==> config.mk <==
export PLATFORM = sky130hd
export DESIGN_NAME = tmr_dbuf_bank
export DESIGN_NICKNAME = d
export VERILOG_FILES = /design/src/rtl/tmr_dbuf_pkg.sv /design/src/rtl/tmr_dbuf_slot.sv /design/src/rtl/tmr_dbuf_bank.sv
export SDC_FILE = /design/constraint.sdc
export NUM_CORES = 1
export LEC_CHECK = 0
export BUFFER_PORTS_ARGS = -buffer_cell sky130_fd_sc_hd__clkbuf_2
export CORE_MARGIN = 5
export CORE_UTILIZATION = 35
export CTS_BUF_LIST = sky130_fd_sc_hd__clkbuf_2
export DETAILED_ROUTE_END_ITERATION = 10
export GPL_ROUTABILITY_DRIVEN = 1
export PLACE_DENSITY = 0.52
export SLEW_MARGIN = 10
export SYNTH_ARGS = -nofsm -noshare
export SYNTH_HDL_FRONTEND = slang
export SYNTH_SLANG_ARGS = --single-unit
==> constraint.sdc <==
create_clock -name clk -period 2.4 [get_ports clk]
set_input_delay 0.36 -clock clk [delete_from_list [all_inputs] [get_ports clk]]
set_output_delay 0.36 -clock clk [all_outputs]
set_load 0.05 [all_outputs]
==> src/rtl/tmr_dbuf_pkg.sv <==
package tmr_dbuf_pkg;
    localparam int unsigned DW      = 16;
    localparam int unsigned NCMP    = 4;
    localparam int unsigned NREG    = NCMP + 1;
    localparam int unsigned AW      = 4;
    localparam logic [AW-1:0] DIRECT_BASE = 4'd8;

    typedef enum logic [1:0] {ACC_NONE, ACC_SHADOW, ACC_DIRECT} acc_e;

    typedef struct packed {
        acc_e            kind;
        logic [AW-1:0]   idx;
    } dec_t;

    function automatic dec_t decode(input logic en, input logic [AW-1:0] a);
        dec_t d;
        d.kind = ACC_NONE;
        d.idx  = '0;
        if (en) begin
            if (a < AW'(NREG)) begin
                d.kind = ACC_SHADOW;
                d.idx  = a;
            end else if (a >= DIRECT_BASE && a < DIRECT_BASE + AW'(NREG)) begin
                d.kind = ACC_DIRECT;
                d.idx  = a - DIRECT_BASE;
            end
        end
        return d;
    endfunction
endpackage

==> src/rtl/tmr_dbuf_slot.sv <==
module tmr_dbuf_slot #(
    parameter int unsigned W = 16,
    parameter logic [W-1:0] RST_VAL = '0
) (
    input  logic         clk,
    input  logic         rst,
    input  logic         sh_we,
    input  logic         dir_we,
    input  logic [W-1:0] din,
    input  logic         upd,
    output logic [W-1:0] act_q,
    output logic         pend_q
);
    logic [W-1:0] shadow_q;

    always_ff @(posedge clk) begin
        if (rst) begin
            act_q    <= RST_VAL;
            shadow_q <= '0;
            pend_q   <= 1'b0;
        end else begin
            if (sh_we) shadow_q <= din;
            if (upd && pend_q) act_q <= shadow_q;
            else if (dir_we)   act_q <= din;
            if (sh_we)         pend_q <= 1'b1;
            else if (upd)      pend_q <= 1'b0;
        end
    end

    assert_upd_clears_R3: assert property (@(posedge clk) disable iff (rst)
        (upd && !sh_we) |=> !pend_q);
    assert_write_sets_R2: assert property (@(posedge clk) disable iff (rst)
        sh_we |=> pend_q);
    assert_idle_hold_R4: assert property (@(posedge clk) disable iff (rst)
        (upd && !pend_q && !dir_we) |=> $stable(act_q));
    assert_direct_keeps_flag_R6: assert property (@(posedge clk) disable iff (rst)
        (dir_we && !sh_we && !upd) |=> $stable(pend_q));
endmodule

==> src/rtl/tmr_dbuf_bank.sv <==
module tmr_dbuf_bank
    import tmr_dbuf_pkg::*;
(
    input  logic                 clk,
    input  logic                 rst,
    input  logic                 wr_en,
    input  logic [AW-1:0]        wr_addr,
    input  logic [DW-1:0]        wr_data,
    input  logic                 upd,
    output logic [DW-1:0]        period_o,
    output logic [NCMP*DW-1:0]   cmp_o,
    output logic [NREG-1:0]      pend_o
);
    dec_t dec;
    logic [NREG-1:0] sh_we, dir_we;
    logic [DW-1:0]   act [NREG];

    always_comb begin
        dec    = decode(wr_en, wr_addr);
        sh_we  = '0;
        dir_we = '0;
        for (int i = 0; i < NREG; i++) begin
            sh_we[i]  = (dec.kind == ACC_SHADOW) && (dec.idx == AW'(i));
            dir_we[i] = (dec.kind == ACC_DIRECT) && (dec.idx == AW'(i));
        end
    end

    for (genvar g = 0; g < NREG; g++) begin : g_slot
        localparam logic [DW-1:0] RV = (g == 0) ? {DW{1'b1}} : '0;
        tmr_dbuf_slot #(.W(DW), .RST_VAL(RV)) u_slot (
            .clk(clk), .rst(rst), .sh_we(sh_we[g]), .dir_we(dir_we[g]),
            .din(wr_data), .upd(upd), .act_q(act[g]), .pend_q(pend_o[g])
        );
        if (g > 0) begin : g_cmp
            assign cmp_o[(g-1)*DW +: DW] = act[g];
        end
    end
    assign period_o = act[0];

    assert_onehot_R8: assert property (@(posedge clk) disable iff (rst)
        $onehot0({sh_we, dir_we}));
    assert_reset_R1: assert property (@(posedge clk)
        rst |=> (pend_o == '0 && period_o == '1 && cmp_o == '0));
    assert_unmapped_R8: assert property (@(posedge clk) disable iff (rst)
        (!wr_en && !upd) |=> ($stable(pend_o) && $stable(period_o) && $stable(cmp_o)));
endmodule

==> flow_metrics.env, run 1 <==
export IMPL_cts_htree_levels=4
export IMPL_critical_path_top_delay_family="flip-flops"
export IMPL_critical_path_arrival_ns=1.45
export IMPL_timing_final_max_slew_violations=0
export IMPL_status="finished clean"
export IMPL_ant_nets=0
export IMPL_cp_num_cells=1
export IMPL_detail_route_wirelength_um=23500
export IMPL_clock_sinks=165
export IMPL_setup_violations=0
export IMPL_worst_path_cell_with_the_longest_stage_delay="dfxtp_1"
export IMPL_power_per_cell_area_nw_per_um2=624
export IMPL_synth_top_family_by_area="compound AO/OA/AOI/OAI gates"
export IMPL_final_fill_count=2195
export IMPL_synth_xor_area_share_pct=0
export IMPL_place_gp_congestion=0.736
export IMPL_detailroute_wirelength_met2_um=10600
export IMPL_cts_root_buf="clkbuf_2"
export IMPL_grt_usage_pct=19.6
export IMPL_slowest_delay_ns=0.45
export IMPL_top_layer="met4"
export IMPL_worst_clock_skew_ns=0.0292
export IMPL_post_place_cells=1163
export IMPL_placementRows=52
export IMPL_stdcell_count=1200
export IMPL_maximum_number_of_pins_on_one_net_before_global_route_repair=130
export IMPL_met3_length_um=1300
export IMPL_maximum_clock_rate_mhz=553
export IMPL_vias_per_cell=5.60
export IMPL_synthesis_instances=886
export IMPL_die_w_um=152
export IMPL_clk_path_buf_depth=2
export IMPL_worst_endpoint_required_ns=2.04
export IMPL_tritoncts_clock_tree="done"
export IMPL_die_h_um=152
export IMPL_totalNegativeSetupSlack_ns=0
export IMPL_min_delay_path_class="in -> reg"
export IMPL_post_route_period_util_pct=75.3
export IMPL_worst_hold_path_num_cells=3
export IMPL_area_sequential_um2=3300
export IMPL_grt_antenna_before_repair=1
export IMPL_crit_path_cell_trace="clkbuf_2"
export IMPL_post_synthesis_compound_gate_area_fraction_pct=28.0
export IMPL_placedInstanceArea_um2=7620
export IMPL_globalRouteOverflowTotal=0
export IMPL_synth_sequential_area_ratio_pct=46.9
export IMPL_cts_setup_buffers=0
export IMPL_buffer_ports_inserted=108
export IMPL_adder_cell_area_share_of_the_yosys_netlist_pct=0
export IMPL_post_route_standard_cell_area_excluding_fillers_um2=7900
export IMPL_post_synth_design_cell_area_um2=7050
export IMPL_rsz_0062_raised_after_global_routing="false"
export IMPL_wire_length_of_the_first_global_routing_pass_um=36900
export IMPL_muxShareOfSynthArea_pct=0
export IMPL_synth_seq_cells=165
export IMPL_area_growth_from_synthesis_to_layout_pct=12.1
export IMPL_crit_buf_inv=1
export IMPL_post_synth_num_cell_types=25
export IMPL_route_detailed_wl_per_inst_um=19.5
export IMPL_worst_slew_margin_rel_pct=54.8
export IMPL_drv_cap=0
export IMPL_hold_violations=0
export IMPL_final_layout_size_suffix_gt1_share_pct=17.5
export IMPL_critPathKind="reg -> out"
export IMPL_final_period_minus_worst_setup_slack_ns=1.81
export IMPL_dp_hpwl_um=13200
export IMPL_first_global_vias=6243
export IMPL_critical_path_start_type="register"
export IMPL_endpoint_type_of_the_worst_setup_path="output port"
export IMPL_worst_r2r_cell_count=4
export IMPL_maximum_vdd_drop_mv=0.333
export IMPL_drc=0
export IMPL_syn_num_nets=910
export IMPL_top_level_ports=109
export IMPL_clkTransAtPathRegs_ns=0.24
export IMPL_final_net_count=940
export IMPL_drt_pre_antenna_iters=5
export IMPL_post_synth_and_or_nand_nor_area_fraction_pct=17.5
export IMPL_ys_warn_count=0
export IMPL_multi_input_comb_area_um2=3220
export IMPL_tritoncts_num_buffers=17
export IMPL_worstPathMaxFanout=2
export IMPL_worstSkewPairLatency_ns=0.70
export IMPL_worstMarginPinSlew_ns=0.678
export IMPL_dieArea_um2=23100
export IMPL_syn_avg_cell_area_um2=7.95
export IMPL_num_vias=6717
export IMPL_core_area_um2=20000
export IMPL_initial_utilization_pct=35.2
export IMPL_p_leak_nw=2.86
export IMPL_totalPowerFinal_mw=4.93
export IMPL_met1_routed_wirelength_after_detailed_routing_um=11300
export IMPL_detail_route_iter0_violations=583
==> cells in the final DEF (no fill, tap or decap), types with 2 or more instances in the layout <==
cell,n
dfxtp_1,165
nor2_1,85
nor3b_4,2
clkinv_2,2
bufinv_16,3
or3b_1,2
clkinv_1,6
o21ai_0,156
dlygate4sd3_1,4
nand3_1,144
clkbuf_2,126
a21oi_1,101
nor2b_2,2
nand2b_1,3
a31oi_1,16
o21ai_1,4
nand2_1,6
nor2b_1,6
buf_12,5
and2_1,2
a311oi_1,64
buf_4,17
==> state kept, by name, summed over array words and instances, names as in the netlist <==
signal                  cells
g_slot.u_slot.pend_q        5
g_slot.u_slot.shadow_q     80
g_slot.u_slot.act_q        80
==> where the power goes <==
group          switching, mW  internal (mW)
Combinational          0.459          0.123
Clock                  0.960          0.566
Sequential            0.0275           2.80
Total                   1.45           3.49
==> area by class of cell <==
type	instances	area share, %
Antenna cell	1	0.0317
Clock buffer	19	1.20
Clock inverter	13	1.76
Multi-Input combinational cell	599	40.8
Sequential cell	165	41.8
Tap cell	270	4.28
Timing Repair Buffer	133	10.2
==> cell usage after synthesis <==
cell | n | area (µm²)
dfxtp_1 | 165 | 3300
o21ai_0 | 156 | 781
nand3_1 | 144 | 721
a21oi_1 | 101 | 505
nor2_1 | 86 | 323
clkbuf_1 | 72 | 270
a311oi_1 | 64 | 561
buf_2 | 35 | 175
a31oi_1 | 16 | 100
buf_4 | 8 | 60.1
nor2b_1 | 8 | 50.1
clkbuf_2 | 6 | 30.0
nand2_1 | 6 | 22.5
o21ai_1 | 4 | 20.0
nand2b_1 | 3 | 18.8
and2_1 | 2 | 12.5
or3b_1 | 2 | 17.5
a21o_1 | 1 | 7.51
and3b_1 | 1 | 8.76
buf_1 | 1 | 3.75
nand3b_1 | 1 | 7.51
nand3b_2 | 1 | 11.3
nor3b_2 | 1 | 12.5
nor3b_4 | 1 | 18.8
or2_2 | 1 | 6.26
==> metal layers <==
| layer | GRT usage (%) | up-vias |
|---|---|---|
| met5 | 0 | - |
| met3 | 4.21 | 18 |
| met2 | 29.4 | 202 |
| met4 | 5.14 | 0 |
| met1 | 28.6 | 3234 |
| li1 | - | 3263 |
==> final timing paths <==
kind,from,endpoint,slack [ns]
hold reg to reg,g_slot[0].u_slot.act_q[11],g_slot[0].u_slot.act_q[11],0.49
setup / recovery,g_slot[2].u_slot.act_q[1],cmp_o[17],0.59
hold / removal,wr_data[14],g_slot[0].u_slot.shadow_q[14],0.1
setup reg to reg,g_slot[2].u_slot.pend_q,g_slot[2].u_slot.act_q[0],1.19
==> tightest hold or removal path, stage by stage <==
cell and delay (ns):
clkbuf_2 0.23, nand3_1 0.14, a21oi_1 0.06
==> stage by stage <==
step	utilization (%)	hold WS (ns)	worst slack [ns]
2_1_floorplan	-	0.455	0.883
3_3_place_gp	38.0	0.463	0.643
3_5_place_dp	38.0	0.465	0.611
4_1_cts	39.4	0.000213	0.494
5_1_grt	39.4	0.0235	0.448
6_report	39.4	0.0951	0.592
==> logic make-up (layout without fill, tap and decap cells) <==
group,Yosys count,in the layout
buffers and inverters,122,165
other,0,1
AO/OA/AOI/OAI,342,342
AND/OR/NAND/NOR,257,257
flip-flops,165,165
==> what timing repair did <==
item / CTS / global route
hold buffers: 4 / 0
hold endpoints to repair: 31 / 0
gates resized for setup: 0 / 0
(Power assumes the default switching activity.)
==> run 2: changes to the inputs <==
ABC_AREA = 1   (was unset)
PLACE_DENSITY = 0.54   (was 0.52)
clock period = 1.6 ns   (was 2.4 ns; I/O delays follow)
==> run 2 against run 1 <==
Effect of this change: worst setup slack lost 0.57 ns; clock skew grew 0.00089 ns; global-route usage shrank 2.4 points; synthesized cell count grew 3.6%; core utilization grew 8.9 points; first-iteration DRC count shrank 42%; cell area grew 18%; critical endpoint is now g_slot[0].u_slot.pend_q.
==> flow_metrics.env, run 2 <==
export IMPL_clk_path_buf_depth=2
export IMPL_dieArea_um2=22300
export IMPL_post_synth_num_cell_types=23
export IMPL_p_leak_nw=3.96
export IMPL_top_level_ports=109
export IMPL_core_area_um2=19300
export IMPL_tritoncts_num_buffers=17
export IMPL_netlist_top_cells_count="190 x o21ai_0, 165 x dfxtp_1, 160 x nor2_1, 97 x nand2_1"
export IMPL_final_fill_count=1959
export IMPL_post_synth_design_cell_area_um2=6810
export IMPL_maximum_vdd_drop_mv=0.423
export IMPL_worst_endpoint_required_ns=2.30
export IMPL_area_sequential_um2=3420
export IMPL_synthesis_instances=918
export IMPL_clkTransAtPathRegs_ns=0.25
export IMPL_final_period_minus_worst_setup_slack_ns=1.58
export IMPL_placedInstanceArea_um2=7570
export IMPL_synth_top_cell_by_area="dfxtp_1"
export IMPL_maximum_clock_rate_mhz=632
export IMPL_worst_slew_margin_rel_pct=61.8
export IMPL_grt_antenna_before_repair=2
export IMPL_detail_route_iter0_violations=340
export IMPL_maximum_number_of_pins_on_one_net_before_global_route_repair=65
export IMPL_slowest_delay_ns=0.55
export IMPL_synth_sequential_area_ratio_pct=48.5
export IMPL_muxShareOfSynthArea_pct=2.65
export IMPL_final_layout_size_suffix_gt1_share_pct=27.0
export IMPL_drv_cap=0
export IMPL_critical_path_top_delay_family="buffers and inverters"
export IMPL_layout_cells_most_common="o21ai_0"
export IMPL_buffer_ports_inserted=108
export IMPL_synth_async_reset_ratio_pct=0
export IMPL_drt_pre_antenna_iters=4
export IMPL_vias_per_cell=4.66
export IMPL_dominantRegCellSynth="dfxtp_1"
export IMPL_crit_reg2reg_capture="g_slot[0].u_slot.act_q[6]"
export IMPL_setup_violations=0
export IMPL_worst_clock_skew_ns=0.0301
export IMPL_ys_warn_count=0
export IMPL_largest_registers="g_slot.u_slot.act_q x80, g_slot.u_slot.shadow_q x80, g_slot.u_slot.pend_q x5"
export IMPL_worstMarginPinSlew_ns=0.573
export IMPL_post_route_standard_cell_area_excluding_fillers_um2=9340
export IMPL_route_detailed_wl_per_inst_um=14.8
export IMPL_post_place_cells=1236
export IMPL_status="finished clean"
export IMPL_place_gp_congestion=0.770
export IMPL_dp_hpwl_um=12000
export IMPL_synth_xor_area_share_pct=0
export IMPL_final_net_count=1039
export IMPL_power_per_cell_area_nw_per_um2=852
export IMPL_synth_most_common_cell="o21ai_0"
export IMPL_rsz_0062_raised_after_global_routing="true"
export IMPL_wire_length_of_the_first_global_routing_pass_um=30200
export IMPL_rrSetupSlack_ns=0.16
export IMPL_worstSkewPairLatency_ns=0.73
export IMPL_syn_num_nets=942
export IMPL_worstPathMaxFanout=18
export IMPL_stdcell_count=1294
export IMPL_cts_root_buf="clkbuf_2"
export IMPL_detail_route_wirelength_um=19100
export IMPL_timing_final_max_slew_violations=0
export IMPL_crit_path_cell_trace="dlygate4sd3_1 > clkbuf_2 > nor2_2 > nand2_2 > a21oi_1 > nand2_4 > a21oi_1 > dlygate4sd3_1"
export IMPL_cp_endpoint="g_slot[0].u_slot.pend_q"
export IMPL_totalPowerFinal_mw=7.96
export IMPL_r2r_start="g_slot[0].u_slot.pend_q"
export IMPL_ant_nets=0
export IMPL_num_vias=6029
export IMPL_post_synthesis_compound_gate_area_fraction_pct=21.1
export IMPL_clock_sinks=165
export IMPL_critical_path_arrival_ns=2.28
export IMPL_adder_cell_area_share_of_the_yosys_netlist_pct=0
export IMPL_totalNegativeSetupSlack_ns=0
export IMPL_syn_avg_cell_area_um2=7.42
export IMPL_multi_input_comb_area_um2=2850
export IMPL_grt_usage_pct=17.2
export IMPL_tritoncts_clock_tree="done"
export IMPL_post_route_period_util_pct=98.8
export IMPL_first_global_vias=5545
export IMPL_min_delay_path_class="in -> reg"
export IMPL_yosys_top_cell_area_share_pct=48.5
export IMPL_placementRows=51
export IMPL_area_growth_from_synthesis_to_layout_pct=37.2
export IMPL_die_h_um=149
export IMPL_die_w_um=149
export IMPL_mostFrequentLayoutCells="190 x o21ai_0, 160 x nor2_1, 97 x nand2_1"
export IMPL_worst_r2r_cell_count=6
export IMPL_worst_path_cell_with_the_longest_stage_delay="dlygate4sd3_1"
export IMPL_critical_path_start_type="primary input"
export IMPL_endpoint_type_of_the_worst_setup_path="register"
export IMPL_synth_top_family_by_area="compound AO/OA/AOI/OAI gates"
export IMPL_initial_utilization_pct=35.2
export IMPL_synth_seq_cells=165
export IMPL_cts_htree_levels=4
export IMPL_crit_buf_inv=3
export IMPL_post_synth_and_or_nand_nor_area_fraction_pct=18.2
export IMPL_number_of_flops_mapped_to_enable_cells_by_yosys=0
export IMPL_startpoint="wr_addr[1]"
export IMPL_critPathKind="in -> reg"
export IMPL_cp_num_cells=8
export IMPL_globalRouteOverflowTotal=0
export IMPL_synthTopCellsByArea="dfxtp_1 49%, o21ai_0 14%, nor2_1 8.8%, nand2_1 5.3%, a21oi_1 5.2%"
export IMPL_drc=0
export IMPL_hold_violations=0
export IMPL_timing_hold_ws_ns=0.0817
## run 2: changes by cell type after synthesis, sizes merged, moves of 8 or more
| cell | change |
|---|---|
| a31oi | -16 |
| inv | +75 |
| nor2b | -8 |
| nand3 | -110 |
| a21oi | -30 |
| o21bai | +16 |
| nor2 | +77 |
| mux2 | +16 |
| o21ai | +32 |
| clkbuf | -41 |
| a311oi | -64 |
| nand2 | +96 |
## run 2: cell families after synthesis
group / count (synthesis)
compound gates: 279
buf+inv: 153
flops: 165
mux: 16
simple gates: 305
## run 2: what timing repair did
action / 4_1_cts / 5_1_grt
setup buffers: 4 / 0
hold buffers: 21 / 0
resized for setup: 288 / 58
hold endpoints to repair: 110 / 0
endpoints found under the setup margin: 85 / 85
## run 2: area by class of cell
cell class | instances | area share, %
diodes | 2 | 0.0536
clock buffers | 19 | 1.02
clock inverters | 12 | 1.47
inverters | 76 | 3.12
multi-input cells | 600 | 30.5
flip-flops and latches | 165 | 36.6
well taps | 265 | 3.55
repair buffers | 155 | 23.6
## run 2: worst min path at each step
stage | start | end | cells after the start
floorplan | rst | g_slot[0].u_slot.shadow_q[15] | 2
global placement | g_slot[4].u_slot.shadow_q[7] | g_slot[4].u_slot.shadow_q[7] | 2
detailed placement | g_slot[3].u_slot.shadow_q[3] | g_slot[3].u_slot.shadow_q[3] | 2
CTS | wr_addr[0] | g_slot[1].u_slot.pend_q | 4
global route | wr_addr[0] | g_slot[3].u_slot.shadow_q[2] | 4
finish | wr_addr[0] | g_slot[1].u_slot.pend_q | 4
## run 2: layer usage
metal / GRT usage (%) / wire (µm)
met3: 4.42 / 1100
met2: 25.4 / 8520
met4: 4.49 / 200
met1: 24.9 / 9300
met5: 0 / 0
## run 2: report_power, final
group	internal, mW	switching, mW
combinational	0.540	0.776
clock	0.849	1.43
sequential	4.27	0.0978
## run 2: tightest hold or removal path, delay by kind of cell
kind	cells	cell delay, ns
buffers and inverters	2	0.32
AO/OA/AOI/OAI	1	0.07
AND/OR/NAND/NOR	1	0.16
## run 2: through the flow
step,setup slack (ns),util (%)
2_1_floorplan,0.331,-
3_3_place_gp,0.143,39.2
3_5_place_dp,0.163,39.2
4_1_cts,-0.0433,47.9
5_1_grt,-0.0782,48.3
6_report,0.0185,48.3
==> run 3: changes to the inputs <==
clock period = 1.4 ns   (was 1.6 ns; I/O delays follow)
==> run 3 against run 2 <==
Effect of this change: the flow now finishes with violations (setup timing); flip-flop and latch count is the same; largest cell class unchanged; sequential power grew 14%; clock skew increased by 0.014 ns; via count barely moved; non-clock buffer count is 6 higher; combinational power up 17%; die area unchanged.
==> flow_metrics.env, run 3 (same netlist as run 2, synthesis figures left out) <==
export IMPL_status="finished, violations left"
export IMPL_violated_checks="setup timing"
export IMPL_top_level_ports=109
export IMPL_clk_path_buf_depth=2
export IMPL_initial_utilization_pct=35.2
export IMPL_buffer_ports_inserted=108
export IMPL_tritoncts_clock_tree="done"
export IMPL_grt_usage_pct=17.4
export IMPL_p_leak_nw=4.00
export IMPL_worstPathMaxFanout=3
export IMPL_rsz_0062_raised_after_global_routing="true"
export IMPL_worst_path_cell_with_the_longest_stage_delay="dfxtp_4"
export IMPL_final_period_minus_worst_setup_slack_ns=1.53
export IMPL_stdcell_count=1302
export IMPL_worst_clock_skew_ns=0.0442
export IMPL_largest_registers="g_slot.u_slot.act_q x80, g_slot.u_slot.shadow_q x80, g_slot.u_slot.pend_q x5"
export IMPL_critical_path_start_type="register"
export IMPL_cts_root_buf="clkbuf_2"
export IMPL_drv_cap=0
export IMPL_maximum_clock_rate_mhz=652
export IMPL_worst_endpoint_required_ns=1.19
export IMPL_timing_final_max_slew_violations=0
export IMPL_maximum_number_of_pins_on_one_net_before_global_route_repair=80
export IMPL_min_delay_path_class="in -> reg"
export IMPL_detail_route_wirelength_um=19100
export IMPL_ant_nets=0
export IMPL_hold_violations=0
export IMPL_critical_path_arrival_ns=1.32
export IMPL_slowest_delay_ns=0.43
export IMPL_setup_violations=85
export IMPL_area_growth_from_synthesis_to_layout_pct=39.8
export IMPL_die_h_um=149
export IMPL_post_route_period_util_pct=110
export IMPL_placementRows=51
export IMPL_cts_htree_levels=4
export IMPL_totalPowerFinal_mw=8.65
export IMPL_tritoncts_num_buffers=17
export IMPL_layout_cells_most_common="o21ai_0"
export IMPL_num_vias=6033
export IMPL_final_layout_size_suffix_gt1_share_pct=27.7
export IMPL_dp_hpwl_um=12000
export IMPL_detail_route_iter0_violations=395
export IMPL_worst_slew_margin_rel_pct=64.7
export IMPL_post_place_cells=1242
export IMPL_crit_path_cell_trace="clkbuf_16"
export IMPL_drt_pre_antenna_iters=5
export IMPL_critPathKind="reg -> out"
export IMPL_critical_path_top_delay_family="flip-flops"
export IMPL_dp_slack_ns=0.0235
export IMPL_timing_final_ws_setup_ns=-0.135
export IMPL_power_per_cell_area_nw_per_um2=908
export IMPL_drc=0
export IMPL_globalRouteOverflowTotal=0
export IMPL_clock_sinks=165
export IMPL_maximum_vdd_drop_mv=0.511
export IMPL_grt_antenna_before_repair=1
export IMPL_die_w_um=149
export IMPL_endpoint_type_of_the_worst_setup_path="output port"
export IMPL_totalNegativeSetupSlack_ns=-5.71
export IMPL_vias_per_cell=4.63
export IMPL_first_global_vias=5657
export IMPL_final_net_count=1047
export IMPL_mostFrequentLayoutCells="184 x o21ai_0, 160 x nor2_1, 94 x nand2_1"
export IMPL_wire_length_of_the_first_global_routing_pass_um=30700
export IMPL_dieArea_um2=22300
export IMPL_core_area_um2=19300
export IMPL_clkTransAtPathRegs_ns=0.26
export IMPL_worstMarginPinSlew_ns=0.528
export IMPL_crit_buf_inv=1
export IMPL_route_detailed_wl_per_inst_um=14.7
export IMPL_worstSkewPairLatency_ns=0.72
export IMPL_place_gp_congestion=0.750
[run 3: cell types whose count changed in the layout (fill, tap and decap cells not counted), moves of 6 or more]
cell,previous run,this run
o21ai_0,190,184
clkbuf_16,32,45
buf_8,53,40
clkinvlp_4,2,8
o21ai_1,2,8
[run 3: timing repair]
item | 4_1_cts | 5_1_grt
buffers inserted | 4 | 2
cloned | 0 | 2
endpoints found under the hold margin | 124 | 0
setup endpoints to repair | 85 | 124
hold buffers | 22 | 0
gates resized for setup | 306 | 54
[run 3: final cells by class]
class	count	area, µm²
Antenna cell	1	2.50
Clock buffer	17	85.1
Clock inverter	15	90.1
Fill cell	1916	9810
Inverter	76	299
Multi-Input combinational cell	600	2860
Sequential cell	165	3420
Tap cell	265	332
Timing Repair Buffer	161	2410
Timing Repair inverter	2	15.0
[run 3: where the power goes]
part / leakage (nW) / internal (mW) / switching, mW
Clock: 0.104 / 0.428 / 1.67
Sequential: 1.37 / 4.88 / 0.114
Combinational: 2.53 / 0.651 / 0.892
[run 3: path summary, 6_finish.rpt]
kind         depth (start not counted)  slack, ns                    startpoint                      endpoint
min                                  5       0.11                    wr_addr[1]       g_slot[1].u_slot.pend_q
min reg2reg                          2       0.46  g_slot[4].u_slot.shadow_q[0]  g_slot[4].u_slot.shadow_q[0]
max                                  1      -0.13       g_slot[0].u_slot.pend_q                     pend_o[0]
max reg2reg                          6       0.06       g_slot[1].u_slot.pend_q     g_slot[1].u_slot.act_q[7]
[run 3: routing by layer]
metal	track usage, %	routed length, µm	part of all wire (%)
met1	25.6	9030	47
met2	25.9	8700	46
met3	4.09	1190	6.2
met4	3.98	161	0.84
met5	0	0	0
[run 3: stage by stage]
| step | utilization [%] | cell area (µm²) | hold WS, ns |
|---|---|---|---|
| 2_1_floorplan | - | 6810 | 0.373 |
| 3_5_place_dp | 39.5 | 7640 | 0.438 |
| 6_report | 49.2 | 9520 | 0.110 |
| 4_1_cts | 48.7 | 9420 | 0.00934 |
| 5_1_grt | 49.2 | 9520 | 0.0444 |
| 3_3_place_gp | 39.5 | 7640 | 0.432 |
[run 3: worst reg2reg max path: cells and delay by family (launching register included)]
family	cells	cell delay, ns
flops	1	0.41
buf+inv	2	0.36
simple gates	3	0.31
compound gates	1	0.19
